**src/rtl/acc_alu_pkg.sv**
```systemverilog
package acc_alu_pkg;
  localparam int unsigned DATA_W = 8;
  localparam int unsigned OP_W   = 3;
  localparam int unsigned CY_BIT = 7;
  localparam int unsigned OV_BIT = 6;

  typedef enum logic [OP_W-1:0] {
    OP_AND = 3'd0,
    OP_OR  = 3'd1,
    OP_XOR = 3'd2,
    OP_ADD = 3'd3,
    OP_CAD = 3'd4,
    OP_DAD = 3'd5
  } alu_op_e;
endpackage

```
**src/rtl/acc_bin_adder.sv**
```systemverilog
module acc_bin_adder #(
  parameter int unsigned W = 8
) (
  input  logic [W-1:0] a_i,
  input  logic [W-1:0] b_i,
  input  logic         cin_i,
  output logic [W-1:0] sum_o,
  output logic         cout_o,
  output logic         ovf_o
);
  logic [W:0] full;

  always_comb begin
    full   = {1'b0, a_i} + {1'b0, b_i} + {{W{1'b0}}, cin_i};
    sum_o  = full[W-1:0];
    cout_o = full[W];
    // same input signs, different result sign
    ovf_o  = (a_i[W-1] == b_i[W-1]) && (full[W-1] != a_i[W-1]);
  end
endmodule

```
**src/rtl/acc_dec_adder.sv**
```systemverilog
module acc_dec_adder #(
  parameter int unsigned W = 8
) (
  input  logic [W-1:0] a_i,
  input  logic [W-1:0] b_i,
  input  logic         cin_i,
  output logic [W-1:0] sum_o,
  output logic         cout_o
);
  localparam int unsigned SW = W + 2;
  localparam logic [SW-1:0] MODV = SW'(160);
  localparam logic [SW-1:0] TOPV = SW'(153);

  logic [SW-1:0] raw, adj, red;

  always_comb begin
    raw = SW'(a_i) + SW'(b_i) + SW'(cin_i);
    adj = (raw[3:0] > 4'd9) ? raw + SW'(6) : raw;
    cout_o = adj > TOPV;
    // adj < 4*0xA0, so three conditional subtractions reduce it
    red = adj;
    for (int k = 0; k < 3; k++) begin
      if (red >= MODV) red = red - MODV;
    end
    sum_o = red[W-1:0];
  end
endmodule

```
**src/rtl/acc_logic_unit.sv**
```systemverilog
module acc_logic_unit #(
  parameter int unsigned W = 8
) (
  input  logic [1:0]   sel_i,
  input  logic [W-1:0] a_i,
  input  logic [W-1:0] b_i,
  output logic [W-1:0] y_o
);
  always_comb begin
    unique case (sel_i)
      2'd0:    y_o = a_i & b_i;
      2'd1:    y_o = a_i | b_i;
      default: y_o = a_i ^ b_i;
    endcase
  end
endmodule

```
**src/rtl/acc_alu.sv**
```systemverilog
module acc_alu
  import acc_alu_pkg::*;
(
  input  logic              clk_i,
  input  logic              rst_ni,
  input  logic              en_i,
  input  logic [OP_W-1:0]   op_i,
  input  logic [DATA_W-1:0] ac_i,
  input  logic [DATA_W-1:0] operand_i,
  input  logic [DATA_W-1:0] status_i,
  output logic [DATA_W-1:0] res_o,
  output logic [DATA_W-1:0] status_o
);
  logic              cin;
  logic              is_cad;
  logic [DATA_W-1:0] add_b, add_sum, dec_sum, log_y;
  logic              add_cy, add_ov, dec_cy;
  logic [DATA_W-1:0] res_d, st_d;
  logic [DATA_W-1:0] res_q, st_q;

  assign cin    = status_i[CY_BIT];
  assign is_cad = (op_i == OP_CAD);
  assign add_b  = is_cad ? ~operand_i : operand_i;

  acc_bin_adder #(.W(DATA_W)) u_bin (
    .a_i(ac_i), .b_i(add_b), .cin_i(cin),
    .sum_o(add_sum), .cout_o(add_cy), .ovf_o(add_ov)
  );

  acc_dec_adder #(.W(DATA_W)) u_dec (
    .a_i(ac_i), .b_i(operand_i), .cin_i(cin),
    .sum_o(dec_sum), .cout_o(dec_cy)
  );

  acc_logic_unit #(.W(DATA_W)) u_log (
    .sel_i(op_i[1:0]), .a_i(ac_i), .b_i(operand_i), .y_o(log_y)
  );

  always_comb begin
    res_d = ac_i;
    st_d  = status_i;
    case (op_i)
      OP_AND, OP_OR, OP_XOR: res_d = log_y;
      OP_ADD, OP_CAD: begin
        res_d          = add_sum;
        st_d[CY_BIT]   = add_cy;
        st_d[OV_BIT]   = add_ov;
      end
      OP_DAD: begin
        res_d        = dec_sum;
        st_d[CY_BIT] = dec_cy;
      end
      default: ;
    endcase
  end

  always_ff @(posedge clk_i or negedge rst_ni) begin
    if (!rst_ni) begin
      res_q <= '0;
      st_q  <= '0;
    end else if (en_i) begin
      res_q <= res_d;
      st_q  <= st_d;
    end
  end

  assign res_o    = res_q;
  assign status_o = st_q;

  assert_logic_flags_R7: assert property (@(posedge clk_i) disable iff (!rst_ni)
    (en_i && op_i <= 3'd2) |=> status_o == $past(status_i))
    else $error("R7 logic op changed status");

  assert_dec_ov_kept_R6: assert property (@(posedge clk_i) disable iff (!rst_ni)
    (en_i && op_i == 3'd5) |=> status_o[OV_BIT] == $past(status_i[OV_BIT]))
    else $error("R6 decimal add touched overflow");

  assert_dec_range_R4: assert property (@(posedge clk_i) disable iff (!rst_ni)
    (en_i && op_i == 3'd5) |=> res_o < 8'hA0)
    else $error("R4 decimal result out of range");

  assert_low_bits_R8: assert property (@(posedge clk_i) disable iff (!rst_ni)
    en_i |=> status_o[5:0] == $past(status_i[5:0]))
    else $error("R8 low status bits changed");

  assert_unused_pass_R9: assert property (@(posedge clk_i) disable iff (!rst_ni)
    (en_i && op_i >= 3'd6) |=> (res_o == $past(ac_i) && status_o == $past(status_i)))
    else $error("R9 unused op not passed through");

  assert_hold_R10: assert property (@(posedge clk_i) disable iff (!rst_ni)
    !en_i |=> ($stable(res_o) && $stable(status_o)))
    else $error("R10 outputs moved without enable");

  assert_no_overflow_R2: assert property (@(posedge clk_i) disable iff (!rst_ni)
    (en_i && (op_i == 3'd3 || op_i == 3'd4) && (ac_i[7] != add_b[7]))
      |=> !status_o[OV_BIT])
    else $error("R2 overflow on mixed signs");
endmodule

```
**config.mk**
```make
export PLATFORM = sky130hd
export DESIGN_NAME = acc_alu
export DESIGN_NICKNAME = d
export VERILOG_FILES = /design/src/rtl/acc_alu_pkg.sv /design/src/rtl/acc_bin_adder.sv /design/src/rtl/acc_dec_adder.sv /design/src/rtl/acc_logic_unit.sv /design/src/rtl/acc_alu.sv
export SDC_FILE = /design/constraint.sdc
export NUM_CORES = 1
export LEC_CHECK = 0
export BUFFER_PORTS_ARGS = -buffer_cell sky130_fd_sc_hd__buf_2
export CORE_UTILIZATION = 40
export CTS_BUF_LIST = sky130_fd_sc_hd__clkbuf_4 sky130_fd_sc_hd__clkbuf_8
export CTS_CLUSTER_DIAMETER = 200
export DETAILED_ROUTE_END_ITERATION = 8
export PLACE_DENSITY = 0.65
export SLEW_MARGIN = 40
export SYNTH_ARGS = -nofsm -noshare
export SYNTH_HDL_FRONTEND = slang
export SYNTH_SLANG_ARGS = --single-unit
```
**constraint.sdc**
```tcl
create_clock -name clk_i -period 2.4 [get_ports clk_i]
set_input_delay 0.36 -clock clk_i [delete_from_list [all_inputs] [get_ports clk_i]]
set_output_delay 0.36 -clock clk_i [all_outputs]
set_load 0.05 [all_outputs]
```
* After elaboration in Yosys (flattened, before gate mapping)
Cells that the tools add are included.
** Storage, ports and cells
- Register bits :: 16
- Output and inout port bits :: 16
** Cells by class
- Add/subtract/negate cells :: 8
- Order comparisons :: 5
- Equal/unequal tests :: 8
- Mux-type cells :: 9
- Bitwise gates (word level) :: 4
- Reduce and logical (&&, ||, !) cells :: 5
** Operators by type and width (number)
- >= comparator 10 x 8 -> 1 bit (second input constant) :: 3
- two-way mux 10 bit :: 3
- case mux 8 bit (3 select lines) :: 1
- subtractor 10 x 8 -> 10 bit (second input constant) :: 2
- adder 8 x 8 -> 9 bit :: 2
- two-way mux 8 bit :: 2
- case mux 8 bit (2 select lines) :: 1
- adder 10 x 1 -> 10 bit :: 1
- adder 10 x 3 -> 10 bit (second input constant) :: 1
- greater-than comparator 10 x 8 -> 1 bit (second input constant) :: 1
- adder 9 x 1 -> 9 bit :: 1
- bitwise AND 8 bit :: 1
- inverter 8 bit :: 1
- bitwise OR 8 bit :: 1
- subtractor 8 bit (second input constant) :: 1
- bitwise XOR 8 bit :: 1
- equality test 3 x 2 -> 1 bit (second input constant) :: 2
- equality test 3 bit (second input constant) :: 2
- greater-than comparator 4 bit (second input constant) :: 1
- equality test 3 x 1 -> 1 bit (second input constant) :: 1
- logical NOT 3 bit :: 1
- OR reduction 3 bit :: 1
- equality test 2 x 1 -> 1 bit (second input constant) :: 1
- logical NOT 2 bit :: 1
- 6 further kinds :: 6

* Logic depth before layout (Yosys ltp)
Gate-level depths: netlist of the first run.
- Word-level depth :: 11
- Gate-level depth with buffers :: 29
- Gate-level depth less buffers :: 27

* Modules after synthesis
From an unflattened synthesis of the first run, not the netlist that was laid out.
** Second synthesis, totals
- Cell total of the unflattened synthesis :: 342
- Area total of the unflattened synthesis :: 2930.3 µm²
** By module, submodules not included
- acc_alu :: times used 1, cells each 106, area an instance 1096.1 µm², seq. area each 400.4 µm²
- acc_dec_adder :: times used 1, cells each 128, area an instance 989.7 µm², seq. area each 0.0 µm²
- acc_logic_unit :: times used 1, cells each 66, area an instance 499.2 µm², seq. area each 0.0 µm²
- acc_bin_adder :: times used 1, cells each 42, area an instance 345.3 µm², seq. area each 0.0 µm²

* Least setup slack after synthesis of the first run
Ideal clock, no wire load.
- Kind :: in2reg
- From :: input port ac_i[1]
- To :: register res_q[7] (netlist: res_o[7])
- Setup time :: 0.078 ns
- Arrival :: 5.460 ns
- Setup slack :: -3.138 ns
- Cell stages on the path :: 28
- Path buffers :: 2
- Cells stage by stage :: inv_1 > ha_1 > buf_6 > xnor2_1 > inv_1 > ha_1 > xnor3_1 > inv_1 > ha_1 > clkbuf_1 > nor2_1 > xnor2_1 > inv_1 > ha_1 > o211ai_2 > a221oi_2 > nor2_1 > nand2_2 > xnor2_1 > ha_1 > nand2_1 > and3_1 > o31ai_2 > mux2_2 > ha_1 > nor4_1 > a221oi_1 > a21oi_1
** On the way
- Word-level cells in the longest chain between the ends :: 11
** RTL lines
- start, declared :: line acc_alu.sv:8 : input logic [DATA_W-1:0] ac_i,
- adder 8 x 8 -> 9 bit :: line acc_dec_adder.sv:17 : raw = SW'(a_i) + SW'(b_i) + SW'(cin_i);
- adder 10 x 1 -> 10 bit :: line acc_dec_adder.sv:17
- adder 10 x 3 -> 10 bit / greater-than comparator 4 bit (equally long branches) :: line acc_dec_adder.sv:18 : adj = (raw[3:0] > 4'd9) ? raw + SW'(6) : raw;
- two-way mux 10 bit :: line acc_dec_adder.sv:18
- subtractor 10 x 8 -> 10 bit / >= comparator 10 x 8 -> 1 bit (equally long branches) :: line acc_dec_adder.sv:23 : if (red >= MODV) red = red - MODV;
- two-way mux 10 bit :: line acc_dec_adder.sv:23
- subtractor 10 x 8 -> 10 bit / >= comparator 10 x 8 -> 1 bit (equally long branches) :: line acc_dec_adder.sv:23
- two-way mux 10 bit :: line acc_dec_adder.sv:23
- subtractor 8 bit / >= comparator 10 x 8 -> 1 bit (equally long branches) :: line acc_dec_adder.sv:23
- two-way mux 8 bit :: line acc_dec_adder.sv:23
- case mux 8 bit (3 select lines) (*) :: line acc_alu.sv:42 : case (op_i)
- end signal, assigned :: line acc_alu.sv:62 : res_q <= res_d;
- end, declared :: line acc_alu.sv:19 : logic [DATA_W-1:0] res_q, st_q;
Every way passes the cells marked *; elsewhere a longest branch is shown, timed or not.
A chain may end at the register's enable or synchronous reset.

* Worst setup path after layout of the first run
- From :: input port ac_i[3]
- To :: register res_q[7] (netlist: res_o[7])
The elaborated chain is that of the path after synthesis.

==> results of run 1 <==
-- sequential cells by signal (all words and copies together), names as in the netlist --
name      cells
status_o      8
res_o         8
-- per-stage QoR --
stage / util (%) / setup slack, ns / hold WS (ns) / std cells
final: 72.7 / -2.49 / 0.00249 / 677
after detailed placement: 61.9 / -2.99 / 0.282 / 643
after CTS: 68.3 / -2.59 / 0.00965 / 671
after floorplan: - / -2.70 / 0.0644 / 390
after global routing: 72.7 / -2.71 / 0.0286 / 677
after global placement: 61.9 / -2.82 / 0.279 / 643
-- cells by family (layout without fill, tap and decap cells) --
family / after synthesis / count (layout)
fa+ha+maj: 33 / 33
simple gates: 120 / 120
buf+inv: 53 / 241
flops: 16 / 16
mux: 14 / 14
compound gates: 124 / 124
xor+xnor: 30 / 30
-- final timing paths --
| kind | startpoint | slack (ns) | end | cells past startpoint |
|---|---|---|---|---|
| max | ac_i[3] | -2.49 | res_o[7] | 27 |
| min | rst_ni | 0.002 | res_o[2] | 1 |
| max reg2reg | res_o[5] | 1.43 | res_o[5] | 4 |
| min reg2reg | status_o[1] | 0.50 | status_o[1] | 1 |
| max in group asynchronous | rst_ni | 2.15 | status_o[5] | 1 |
| min in group clk_i | status_i[3] | 0.35 | status_o[3] | 2 |
-- Yosys cell counts (all sizes together), types with 7 or more instances --
| cell type | instances |
|---|---|
| dfrtp | 16 |
| o211ai | 7 |
| clkbuf | 9 |
| nor3 | 10 |
| nand2 | 19 |
| a21oi | 26 |
| inv | 37 |
| mux2 | 9 |
| ha | 31 |
| a31oi | 7 |
| xnor2 | 26 |
| buf | 7 |
| nor2 | 32 |
| a21o | 12 |
| nand3 | 10 |
| o21ai | 22 |
-- power breakdown --
part	internal, mW	switching, mW	total, mW
registers	0.317	0.0222	0.339
logic	1.75	1.66	3.41
clock network	0.146	0.0876	0.233
-- worst register-to-register path, stage by stage, from the launching register on --
cell	delay (ns)
sky130_fd_sc_hd__dfrtp_1	0.35
sky130_fd_sc_hd__nor2_1	0.05
sky130_fd_sc_hd__a221oi_1	0.23
sky130_fd_sc_hd__o31ai_1	0.12
sky130_fd_sc_hd__a31oi_1	0.14
-- layout make-up --
type | count | area, um2
multi-input combinational | 321 | 3130
fill | 527 | 2030
timing repair buffer | 200 | 1520
sequential | 16 | 400
inverter | 37 | 159
tap | 99 | 124
clock buffer | 4 | 55.1
-- layout by cell type (no fill, tap or decap), drive strengths merged, types with 12 or more instances in the layout --
master	instances
buf	200
inv	37
ha	31
o21ai	22
dfrtp	16
xnor2	26
nand2	19
nor2	32
a21oi	26
a21o	12
-- layer usage --
metal  GRT usage, %  vias up
met5              0        -
met4           7.93        0
met3           1.09       18
met2           48.4       96
met1           30.3     1809
li1               -     1819
-- repair_timing --
| item | 4_1_cts | 5_1_grt |
|---|---|---|
| endpoints found under the setup margin | 9 | 9 |
| gates resized for setup | 66 | 55 |
| pin swaps | 46 | 54 |
| buffers inserted | 26 | 15 |
==> results.md, run 1 <==
| Step | Quantity | Value |
|---|---|---|
| detailed routing | Sum of routed wire length over all layers | 10.6 mm |
| floorplan | Cell row count | 31 |
| cells and area | Final cell area excluding filler cells | 0.00538 mm2 |
| cells and area | Relative area change from synthesis to final layout | 71.2% |
| sta | RSZ-0062 raised after global routing | true |
| global routing | Initial antenna violation count | 0 |
| setup path | Worst setup path category | primary input to flip-flop |
| yosys | Post-synth design cell area | 0.00314 mm2 |
| pwr | Power Dens Cells | 739 mW/mm2 |
| floorplan | Core footprint | 0.00741 mm2 |
| clocking | Clk Tree Root Cell | sky130_fd_sc_hd__clkbuf_8 |
| detailed routing | Iteration-0 DRC count of the detailed router | 124 |
| detailed routing | Total via count after detailed routing | 3742 |
| yosys | Number of flip-flops and latches in the synthesized netlist | 16 |
| sta | Final Hold Fails | 0 |
| detailed routing | Via count normalized by instance count | 5.53 |
| sta | Final period utilization | 204% |
| cells and area | Ant diodes | 0 |
| worst hold path | Type of the most critical hold path | primary input to asynchronous set/reset pin |
| setup path | Largest fanout of any net on the critical path | 4 |
| detailed routing | Uppermost signal routing layer after detailed routing | met4 |
| setup path | Required time reported for the critical path endpoint | 2.53 ns |
| detailed routing | Remaining DRCs | 0 |
| clocking | Clock Sinks | 16 |
| pwr | Worst IR Drop VDD | 0.388 mV |
| sta | Post-route minimum period | 4.89 ns |
| global routing | Global-route wire length before repair | 17.3 mm |
| place | Placed standard-cell area | 0.00459 mm2 |
| setup path | Master of the slowest instance on the critical path | sky130_fd_sc_hd__or3_4 |
| cells and area | Share of layout cells above drive strength 1 | 56.9% |
| yosys | Synth top area share | 12.7% |
| setup path | Family with the most delay on the worst path | compound AO/OA/AOI/OAI gates |
| setup path | Max incr delay on CP | 0.36 ns |
| setup path | Data arrival, critical path | 5.01 ns |
| clocking | Clock tree from TritonCTS | done |
| global routing | Global routing usage summed across all routing layers | 25.4% |
| place | Final RePlAce weighted congestion | 0.914 |
| yosys | Most area-consuming cells after synthesis | sky130_fd_sc_hd__dfrtp_1 (13%), sky130_fd_sc_hd__ha_1 (12%), sky130_fd_sc_hd__xnor2_1 (6.7%), sky130_fd_sc_hd__inv_1 (4.4%), sky130_fd_sc_hd__a21oi_1 (4.0%) |
| clocking | Hold buffer count at cts | 0 |
| sta | Clock tree skew after final layout | 0 ns |
| floorplan | Initial Utilization | 42.4% |
| clocking | Clock edge transition at the registers on the reported setup and hold paths | 0.06 ns |
| detailed routing | Routed len/inst | 15.7 um |
| yosys | Average footprint of a synthesized cell | 8.06 um2 |
| clocking | H-tree lvl count | 1 |
| floorplan | Ports placed on the boundary | 46 |
| yosys | Main combinational cell family by area after synthesis | compound AO/OA/AOI/OAI gates |
| pwr | Static Leak | 2.45 nW |
| clocking | Number of buffers created by CTS | 3 |
| sta | Upper clock frequency limit | 0.205 GHz |
| sta | Worst-margin pin slew | 0.591 ns |
| sta | Max-slew violations | 0 |
| yosys | Share of synthesized flip-flops with an asynchronous set or reset | 100% |
| detailed routing | Post-DRT Antenna Nets | 0 |
| detailed routing | Routed wire length on met2 | 5.51 mm |
| detailed routing | Detailed-routing wirelength on met1 | 4.61 mm |
| global routing | Via count of the first global-routing pass | 3807 |
| yosys | Cell count after synthesis | 390 |
| setup path | CP dominant cell by count | sky130_fd_sc_hd__ha_4 |
| clocking | Worst skew pair latency | 0.25 ns |
| place | IO buf count | 45 |
| setup path | Critical path startpoint category | primary input |
| setup path | Count of buffering cells on the critical path with inverters included | 4 |
| floorplan | Total Die Area | 0.00822 mm2 |
| yosys | Post-synthesis mux area share | 5.33% |
| detailed routing | Detail Route met3 WL | 335 um |
| global routing | Overflow left after global routing | 0 |
| pwr | Power consumption | 3.98 mW |
| sta | Post-route setup slack | -2.49 ns |
| yosys | Count of warnings emitted by yosys | 0 |
| yosys | Library cells used by synthesis | 86 |
| floorplan | Vertical die dimension | 90.7 um |
| sta | Final sum of negative setup slack | -8.50 ns |
| yosys | Area fraction in and, or, nand and nor cells after synthesis | 21.8% |
| yosys | Synthesized net count | 453 |
| yosys | Most area-hungry cell type in the Yosys netlist | sky130_fd_sc_hd__dfrtp_1 |
| detailed routing | Router iterations before antenna repair | 4 |
| outcome | Result of the run | complete, but fails checks |
| yosys | Arithmetic-cell share of the synthesized area counting full adders, half adders and majority gates | 13.6% |
| yosys | Fraction of the mapped netlist area in compound gates | 29.5% |
| sta | Relative slew slack | 60.4% |
| setup path | Kind of end point of the critical path | flip-flop |
| yosys | Post-synth EDFFs | 0 |
| yosys | Xor-xnor portion of the synthesized cell area | 9.75% |
| place | HPWL after DPL | 7.98 mm |
| global routing | Pin count of the biggest net entering global routing | 28 |
| outcome | Violations in the final reports | negative setup slack |
| clocking | Maximum clock insertion buffer count | 2 |
| floorplan | DIE WIDTH | 90.7 um |
| job | Number of maximum-capacitance constraint violations | 0 |
| yosys | Most used DFF post-synth | sky130_fd_sc_hd__dfrtp_1 |
| cells and area | Nets | 642 |
| yosys | Fraction of the yosys area taken by sequential cells | 12.7% |
| sta | Final setup fails | 8 |
(Power assumes the default switching activity.)
==> run 2, diff against run 1 <==
--- a/config.mk
+++ b/config.mk
@@ -10,7 +10,7 @@
 export CTS_BUF_LIST = sky130_fd_sc_hd__clkbuf_4 sky130_fd_sc_hd__clkbuf_8
 export CTS_CLUSTER_DIAMETER = 200
 export DETAILED_ROUTE_END_ITERATION = 8
-export PLACE_DENSITY = 0.65
+export PLACE_DENSITY = 0.67
 export SLEW_MARGIN = 40
 export SYNTH_ARGS = -nofsm -noshare
 export SYNTH_HDL_FRONTEND = slang
==> constraint.sdc (replaced) <==
create_clock -name clk_i -period 4.49 [get_ports clk_i]
set_input_delay 0.6735 -clock clk_i [delete_from_list [all_inputs] [get_ports clk_i]]
set_output_delay 0.6735 -clock clk_i [all_outputs]
set_load 0.05 [all_outputs]
==> run 2 against run 1 <==
  * The run still ends with negative setup slack left
  * Clock skew is the same
  * Via count is 1.5% lower
  * Global-route usage is 1.4 points lower
  * Flip-flop and latch count unchanged
  * Register-to-register slack gained 2.1 ns
  * Largest power group unchanged
  * Count of clock-buffer cells in the layout stayed put
  * Utilization shrank 6.8 points
  * Clock power fell by 47%
  * Wire length shrank 4.2%
  * Sequential power is 47% lower
==> results.md, run 2 (same netlist as run 1, synthesis figures left out) <==
| Step | Quantity | Value |
|---|---|---|
| sta | Final Hold Fails | 0 |
| setup path | Family with the most delay on the worst path | simple AND/OR/NAND/NOR gates |
| detailed routing | Sum of routed wire length over all layers | 10.2 mm |
| setup path | Reg2reg path depth | 4 |
| cells and area | Relative area change from synthesis to final layout | 55.2% |
| cells and area | Final cell area excluding filler cells | 0.00488 mm2 |
| floorplan | Core footprint | 0.00741 mm2 |
| global routing | Pin count of the biggest net entering global routing | 29 |
| job | Number of maximum-capacitance constraint violations | 0 |
| floorplan | Total Die Area | 0.00822 mm2 |
| detailed routing | Routed len/inst | 15.7 um |
| cells and area | Nets | 615 |
| cells and area | Layout fillers | 610 |
| cells and area | Most frequent standard cell in the layout excluding fill and tap cells | sky130_fd_sc_hd__buf_4 |
| setup path | Worst r2r dst | res_o[5] |
| place | IO buf count | 45 |
| clocking | H-tree lvl count | 1 |
| clocking | Number of buffers created by CTS | 3 |
| detailed routing | Post-DRT Antenna Nets | 0 |
| clocking | Clock edge transition at the registers on the reported setup and hold paths | 0.06 ns |
| sta | Final period utilization | 120% |
| sta | RSZ-0062 raised after global routing | true |
| detailed routing | Iteration-0 DRC count of the detailed router | 214 |
| setup path | Worst setup path category | primary input to flip-flop |
| global routing | Initial antenna violation count | 0 |
| detailed routing | Total via count after detailed routing | 3684 |
| setup path | Worst R2R Setup Slack | 3.48 ns |
| clocking | Clk Tree Root Cell | sky130_fd_sc_hd__clkbuf_8 |
| pwr | Static Leak | 2.26 nW |
| place | Final RePlAce weighted congestion | 0.882 |
| pwr | Power Dens Cells | 414 mW/mm2 |
| outcome | Result of the run | complete, but fails checks |
| setup path | Largest fanout of any net on the critical path | 8 |
| cells and area | Cell Count, Final, Fillers Out | 650 |
| setup path | Data arrival, critical path | 5.49 ns |
| setup path | Required time reported for the critical path endpoint | 4.61 ns |
| pwr | Worst IR Drop VDD | 0.203 mV |
| global routing | Global-route wire length before repair | 16.5 mm |
| cells and area | Share of layout cells above drive strength 1 | 49.0% |
| sta | Final sum of negative setup slack | -2.27 ns |
| setup path | Master of the slowest instance on the critical path | sky130_fd_sc_hd__or4b_4 |
| setup path | Kind of end point of the critical path | flip-flop |
| place | DP Cell Count | 625 |
| detailed routing | Remaining DRCs | 0 |
| sta | Max-slew violations | 0 |
| global routing | Via count of the first global-routing pass | 3634 |
| sta | Relative slew slack | 63.8% |
| sta | Post-route minimum period | 5.37 ns |
| sta | Post-route setup slack | -0.877 ns |
| setup path | CP dominant cell by count | sky130_fd_sc_hd__ha_4 |
| cells and area | Most frequent cells in the layout | sky130_fd_sc_hd__buf_4 (122), sky130_fd_sc_hd__buf_2 (43), sky130_fd_sc_hd__inv_1 (28), sky130_fd_sc_hd__nor2_1 (25), sky130_fd_sc_hd__a21oi_1 (20) |
| place | HPWL after DPL | 7.78 mm |
| floorplan | Cell row count | 31 |
| clocking | Maximum clock insertion buffer count | 2 |
| floorplan | DIE WIDTH | 90.7 um |
| detailed routing | Via count normalized by instance count | 5.67 |
| cells and area | Multi-input combinational cell area | 0.00291 mm2 |
| global routing | Overflow left after global routing | 0 |
| floorplan | Vertical die dimension | 90.7 um |
| clocking | Worst skew pair latency | 0.24 ns |
| detailed routing | Router iterations before antenna repair | 5 |
| setup path | Source of the worst register-to-register timing path | res_o[5] |
| clocking | Clock Sinks | 16 |
| clocking | Hold buffer count at cts | 0 |
| outcome | Violations in the final reports | negative setup slack |
| sta | Clock tree skew after final layout | 0 ns |
| cells and area | Ant diodes | 0 |
| floorplan | Ports placed on the boundary | 46 |
| sta | Upper clock frequency limit | 0.186 GHz |
| worst hold path | Type of the most critical hold path | primary input to asynchronous set/reset pin |
| sta | Worst-margin pin slew | 0.543 ns |
| setup path | Max incr delay on CP | 0.48 ns |
| floorplan | Initial Utilization | 42.4% |
| setup path | Critical path startpoint category | primary input |
| sta | Final setup fails | 3 |
| cells and area | Sequential cell area | 400 um2 |
| global routing | Global routing usage summed across all routing layers | 24.0% |
| clocking | Clock tree from TritonCTS | done |
| place | Placed standard-cell area | 0.00440 mm2 |
| setup path | Count of buffering cells on the critical path with inverters included | 4 |
==> run 2: worst max path at each step <==
stage | startpoint | end | slack, ns | cells past startpoint
2_1_floorplan | operand_i[1] | res_o[7] | -0.92 | 27
3_3_place_gp | ac_i[2] | res_o[7] | -1.02 | 27
3_5_place_dp | operand_i[1] | res_o[7] | -1.18 | 27
4_1_cts | ac_i[1] | res_o[7] | -0.80 | 27
5_1_grt | operand_i[1] | res_o[7] | -1.06 | 27
6_report | ac_i[1] | res_o[7] | -0.88 | 26
==> run 2: area by class of cell <==
cell class | count | share of cell area (%)
inverter | 37 | 3.15
timing repair buffer | 173 | 25.3
sequential | 16 | 8.21
tap | 99 | 2.54
clock buffer | 4 | 1.13
multi-input combinational | 321 | 59.7
==> run 2: where the power goes <==
part | internal (mW) | total (mW) | switching [mW] | leakage (nW)
clock | 0.0776 | 0.123 | 0.0456 | 0.0288
combinational | 0.860 | 1.72 | 0.856 | 2.04
sequential | 0.169 | 0.181 | 0.0116 | 0.187
total | 1.11 | 2.02 | 0.913 | 2.26
==> run 2: worst register-to-register path, cell delays in order (launching register included) <==
cell,delay [ns]
sky130_fd_sc_hd__dfrtp_1,0.35
sky130_fd_sc_hd__nor2_1,0.05
sky130_fd_sc_hd__a221oi_1,0.28
sky130_fd_sc_hd__o31ai_2,0.11
sky130_fd_sc_hd__a31oi_1,0.15
==> run 2: per-stage QoR <==
step	setup slack (ns)	util (%)	power, mW	hold WS, ns
5_1_grt	-1.06	65.9	2.15	0.339
3_5_place_dp	-1.18	59.3	1.64	0.491
2_1_floorplan	-0.924	-	1.11	0.378
4_1_cts	-0.801	62.9	1.86	0.330
6_report	-0.877	65.9	2.02	0.321
3_3_place_gp	-1.02	59.3	1.60	0.483
==> run 2: per-layer routing <==
metal,wire [um],GRT usage (%),share of wire (%)
met5,0,0,0
met4,202,7.26,2.0
met3,359,1.26,3.5
met2,5240,43.6,51
met1,4400,30.2,43
==> run 2: timing repair <==
item,4_1_cts,5_1_grt
endpoints found under the setup margin,3,3
pin swaps,23,27
resized for setup,29,25
setup buffers,12,10
==> run 3, diff against run 2 <==
--- a/config.mk
+++ b/config.mk
@@ -5,6 +5,7 @@
 export SDC_FILE = /design/constraint.sdc
 export NUM_CORES = 1
 export LEC_CHECK = 0
+export ABC_AREA = 1
 export BUFFER_PORTS_ARGS = -buffer_cell sky130_fd_sc_hd__buf_2
 export CORE_UTILIZATION = 40
 export CTS_BUF_LIST = sky130_fd_sc_hd__clkbuf_4 sky130_fd_sc_hd__clkbuf_8
==> run 3 against run 2 <==
  * Combinational power shrank 43%
  * Sequential share of layout area up 3.0 points
  * Flip-flop and latch count stayed put
  * Critical path depth grew 13
  * Utilization fell by 14 points
  * Design area is 27% lower
  * Global-route usage down 3.2 points
  * Hold slack worse by 0.0034 ns
  * The flow now finishes without violations
  * Highest routed layer unchanged
  * Synthesized cell count up 23%
==> results.md, run 3 <==
| Step | Quantity | Value |
|---|---|---|
| outcome | Result of the run | completed |
| pwr | Power consumption | 1.29 mW |
| pwr | Static Leak | 1.95 nW |
| global routing | Global routing usage summed across all routing layers | 20.8% |
| cells and area | Most frequent cells in the layout | sky130_fd_sc_hd__nand2_1 (126), sky130_fd_sc_hd__inv_1 (67), sky130_fd_sc_hd__buf_2 (45), sky130_fd_sc_hd__nand3_1 (40), sky130_fd_sc_hd__nand2_2 (36) |
| sta | Worst-margin pin slew | 0.657 ns |
| global routing | Initial antenna violation count | 0 |
| clocking | H-tree lvl count | 1 |
| cells and area | Nets | 609 |
| yosys | Share of synthesized flip-flops with an asynchronous set or reset | 100% |
| global routing | Via count of the first global-routing pass | 2944 |
| sta | Clock tree skew after final layout | 0 ns |
| clocking | Clock Sinks | 16 |
| place | HPWL after DPL | 6.23 mm |
| yosys | Most used DFF post-synth | sky130_fd_sc_hd__dfrtp_1 |
| setup path | CP dominant cell by count | sky130_fd_sc_hd__nand2_1 |
| sta | Relative slew slack | 56.0% |
| sta | Final setup fails | 0 |
| detailed routing | Iteration-0 DRC count of the detailed router | 162 |
| floorplan | Ports placed on the boundary | 46 |
| yosys | Most area-consuming cells after synthesis | sky130_fd_sc_hd__nand2_1 (18%), sky130_fd_sc_hd__dfrtp_1 (14%), sky130_fd_sc_hd__ha_1 (14%), sky130_fd_sc_hd__inv_1 (9.2%), sky130_fd_sc_hd__nand3_1 (7.7%) |
| setup path | Data arrival, critical path | 4.38 ns |
| yosys | Top cells by count, synth | sky130_fd_sc_hd__nand2_1 (137), sky130_fd_sc_hd__inv_1 (70), sky130_fd_sc_hd__nand3_1 (44) |
| cells and area | Utilization after layout | 52.3% |
| global routing | Overflow left after global routing | 0 |
| cells and area | Ant diodes | 0 |
| detailed routing | Post-DRT Antenna Nets | 0 |
| clocking | Worst skew pair latency | 0.26 ns |
| yosys | Average footprint of a synthesized cell | 5.93 um2 |
| detailed routing | Router iterations before antenna repair | 4 |
| clocking | Maximum clock insertion buffer count | 2 |
| floorplan | DIE WIDTH | 86.4 um |
| cells and area | Final cell area excluding filler cells | 0.00357 mm2 |
| sta | Upper clock frequency limit | 0.236 GHz |
| setup path | Kind of end point of the critical path | flip-flop |
| place | IO buf count | 45 |
| clocking | Clock edge transition at the registers on the reported setup and hold paths | 0.07 ns |
| yosys | Number of flip-flops and latches in the synthesized netlist | 16 |
| setup path | Worst setup path category | primary input to flip-flop |
| yosys | Post-synth design cell area | 0.00285 mm2 |
| sta | Final sum of negative setup slack | 0 ns |
| sta | Post-route minimum period | 4.23 ns |
| floorplan | Vertical die dimension | 86.4 um |
| cells and area | Share of layout cells above drive strength 1 | 28.3% |
| yosys | Most area-hungry cell type in the Yosys netlist | sky130_fd_sc_hd__nand2_1 |
| job | Number of maximum-capacitance constraint violations | 0 |
| floorplan | Total Die Area | 0.00747 mm2 |
| detailed routing | Remaining DRCs | 0 |
| setup path | Required time reported for the critical path endpoint | 4.64 ns |
| yosys | Synthesized net count | 544 |
| detailed routing | Sum of routed wire length over all layers | 7.85 mm |
| detailed routing | Routed len/inst | 12.2 um |
| yosys | Cell count after synthesis | 481 |
| cells and area | Relative area change from synthesis to final layout | 25.3% |
| detailed routing | Total via count after detailed routing | 3223 |
| yosys | Count of warnings emitted by yosys | 0 |
| yosys | Post-synth EDFFs | 0 |
| worst hold path | Type of the most critical hold path | primary input to asynchronous set/reset pin |
| setup path | Max incr delay on CP | 0.21 ns |
| sta | Final Hold Fails | 0 |
| place | Placed standard-cell area | 0.00330 mm2 |
| cells and area | Most frequent standard cell in the layout excluding fill and tap cells | sky130_fd_sc_hd__nand2_1 |
| floorplan | Cell row count | 30 |
| cells and area | Layout fillers | 744 |
| place | Final RePlAce weighted congestion | 0.910 |
| detailed routing | Via count normalized by instance count | 5.03 |
| clocking | Number of buffers created by CTS | 3 |
| yosys | Most common cell in the synthesized netlist | sky130_fd_sc_hd__nand2_1 |
| clocking | Clock tree from TritonCTS | done |
| pwr | Power Dens Cells | 360 mW/mm2 |
| setup path | Critical path startpoint category | primary input |
| setup path | Master of the slowest instance on the critical path | sky130_fd_sc_hd__ha_4 |
| global routing | Pin count of the biggest net entering global routing | 24 |
| yosys | Library cells used by synthesis | 37 |
| pwr | Worst IR Drop VDD | 0.139 mV |
| yosys | Synth top area share | 18.0% |
| yosys | Fraction of the yosys area taken by sequential cells | 14.0% |
| sta | Max-slew violations | 0 |
| setup path | Largest fanout of any net on the critical path | 4 |
| sta | Final period utilization | 94.2% |
| clocking | Clk Tree Root Cell | sky130_fd_sc_hd__clkbuf_8 |
| clocking | Hold buffer count at cts | 0 |
| global routing | Global-route wire length before repair | 12.7 mm |
| floorplan | Initial Utilization | 41.7% |
| sta | Post-route setup slack | 0.259 ns |
| place | Worst setup slack after placement | -0.157 ns |
| floorplan | Core footprint | 0.00683 mm2 |
[run 3: cell types whose count changed in the layout (fill, tap and decap cells not counted), sizes merged, moves of 7 or more]
cell   change
nor2      +10
xor2       +7
nor3       -8
buf      -108
nand3     +37
mux2       -9
xnor2     -24
inv       +46
nand2    +145
a21o      -12
[run 3: final cells by class]
class / count / area, um2 / share of cell area, %
well taps: 96 / 120 / 3.36
inverters: 84 / 318 / 8.90
multi-input cells: 376 / 2300 / 64.5
repair buffers: 65 / 375 / 10.5
flip-flops and latches: 16 / 400 / 11.2
clock buffers: 4 / 55.1 / 1.54
[run 3: worst max-delay path, delay by kind of cell]
kind	cells	cell delay, ns
adder cells (fa/ha/maj)	4	0.71
XOR/XNOR	1	0.21
AO/OA/AOI/OAI	1	0.13
AND/OR/NAND/NOR	26	2.09
buffers and inverters	7	0.55
[run 3: logic make-up after synthesis]
| logic type | count (synthesis) | share of synthesized area (%) |
|---|---|---|
| compound gates | 67 | 13.8 |
| xor+xnor | 12 | 3.95 |
| fa+ha+maj | 33 | 15.0 |
| buf+inv | 89 | 11.8 |
| flops | 16 | 14.0 |
| simple gates | 264 | 41.4 |
[run 3: power breakdown]
group | switching (mW) | total (mW) | internal, mW | leakage (nW)
Sequential | 0.00951 | 0.175 | 0.166 | 0.193
Combinational | 0.625 | 0.979 | 0.355 | 1.72
Clock | 0.0545 | 0.132 | 0.0779 | 0.0288
[run 3: repair_timing]
item / 4_1_cts / 5_1_grt
resized for setup: 0 / 45
setup buffers: 0 / 4
setup endpoints to repair: 0 / 3
[run 3: final timing paths]
kind,start,depth (start not counted),slack [ns],end
setup reg to reg,res_o[3],2,3.83,res_o[3]
hold reg to reg,status_o[1],2,0.46,status_o[1]
max in group asynchronous,rst_ni,1,3.90,res_o[6]
hold / removal,rst_ni,1,0.32,res_o[1]
setup / recovery,ac_i[1],39,0.26,res_o[7]
min in group clk_i,status_o[1],2,0.46,status_o[1]
[run 3: per-layer routing]
metal  GRT usage [%]  part of all wire (%)
met3            3.14                   6.1
met5               0                     0
met4            5.00                   1.7
met2            36.6                    49
met1            26.7                    43
[run 3: per-stage QoR]
| stage | hold WS [ns] | std cells |
|---|---|---|
| 3_3_place_gp | 0.449 | 633 |
| 2_1_floorplan | 0.378 | 481 |
| 5_1_grt | 0.346 | 641 |
| 6_report | 0.317 | 641 |
| 4_1_cts | 0.336 | 637 |
| 3_5_place_dp | 0.454 | 633 |
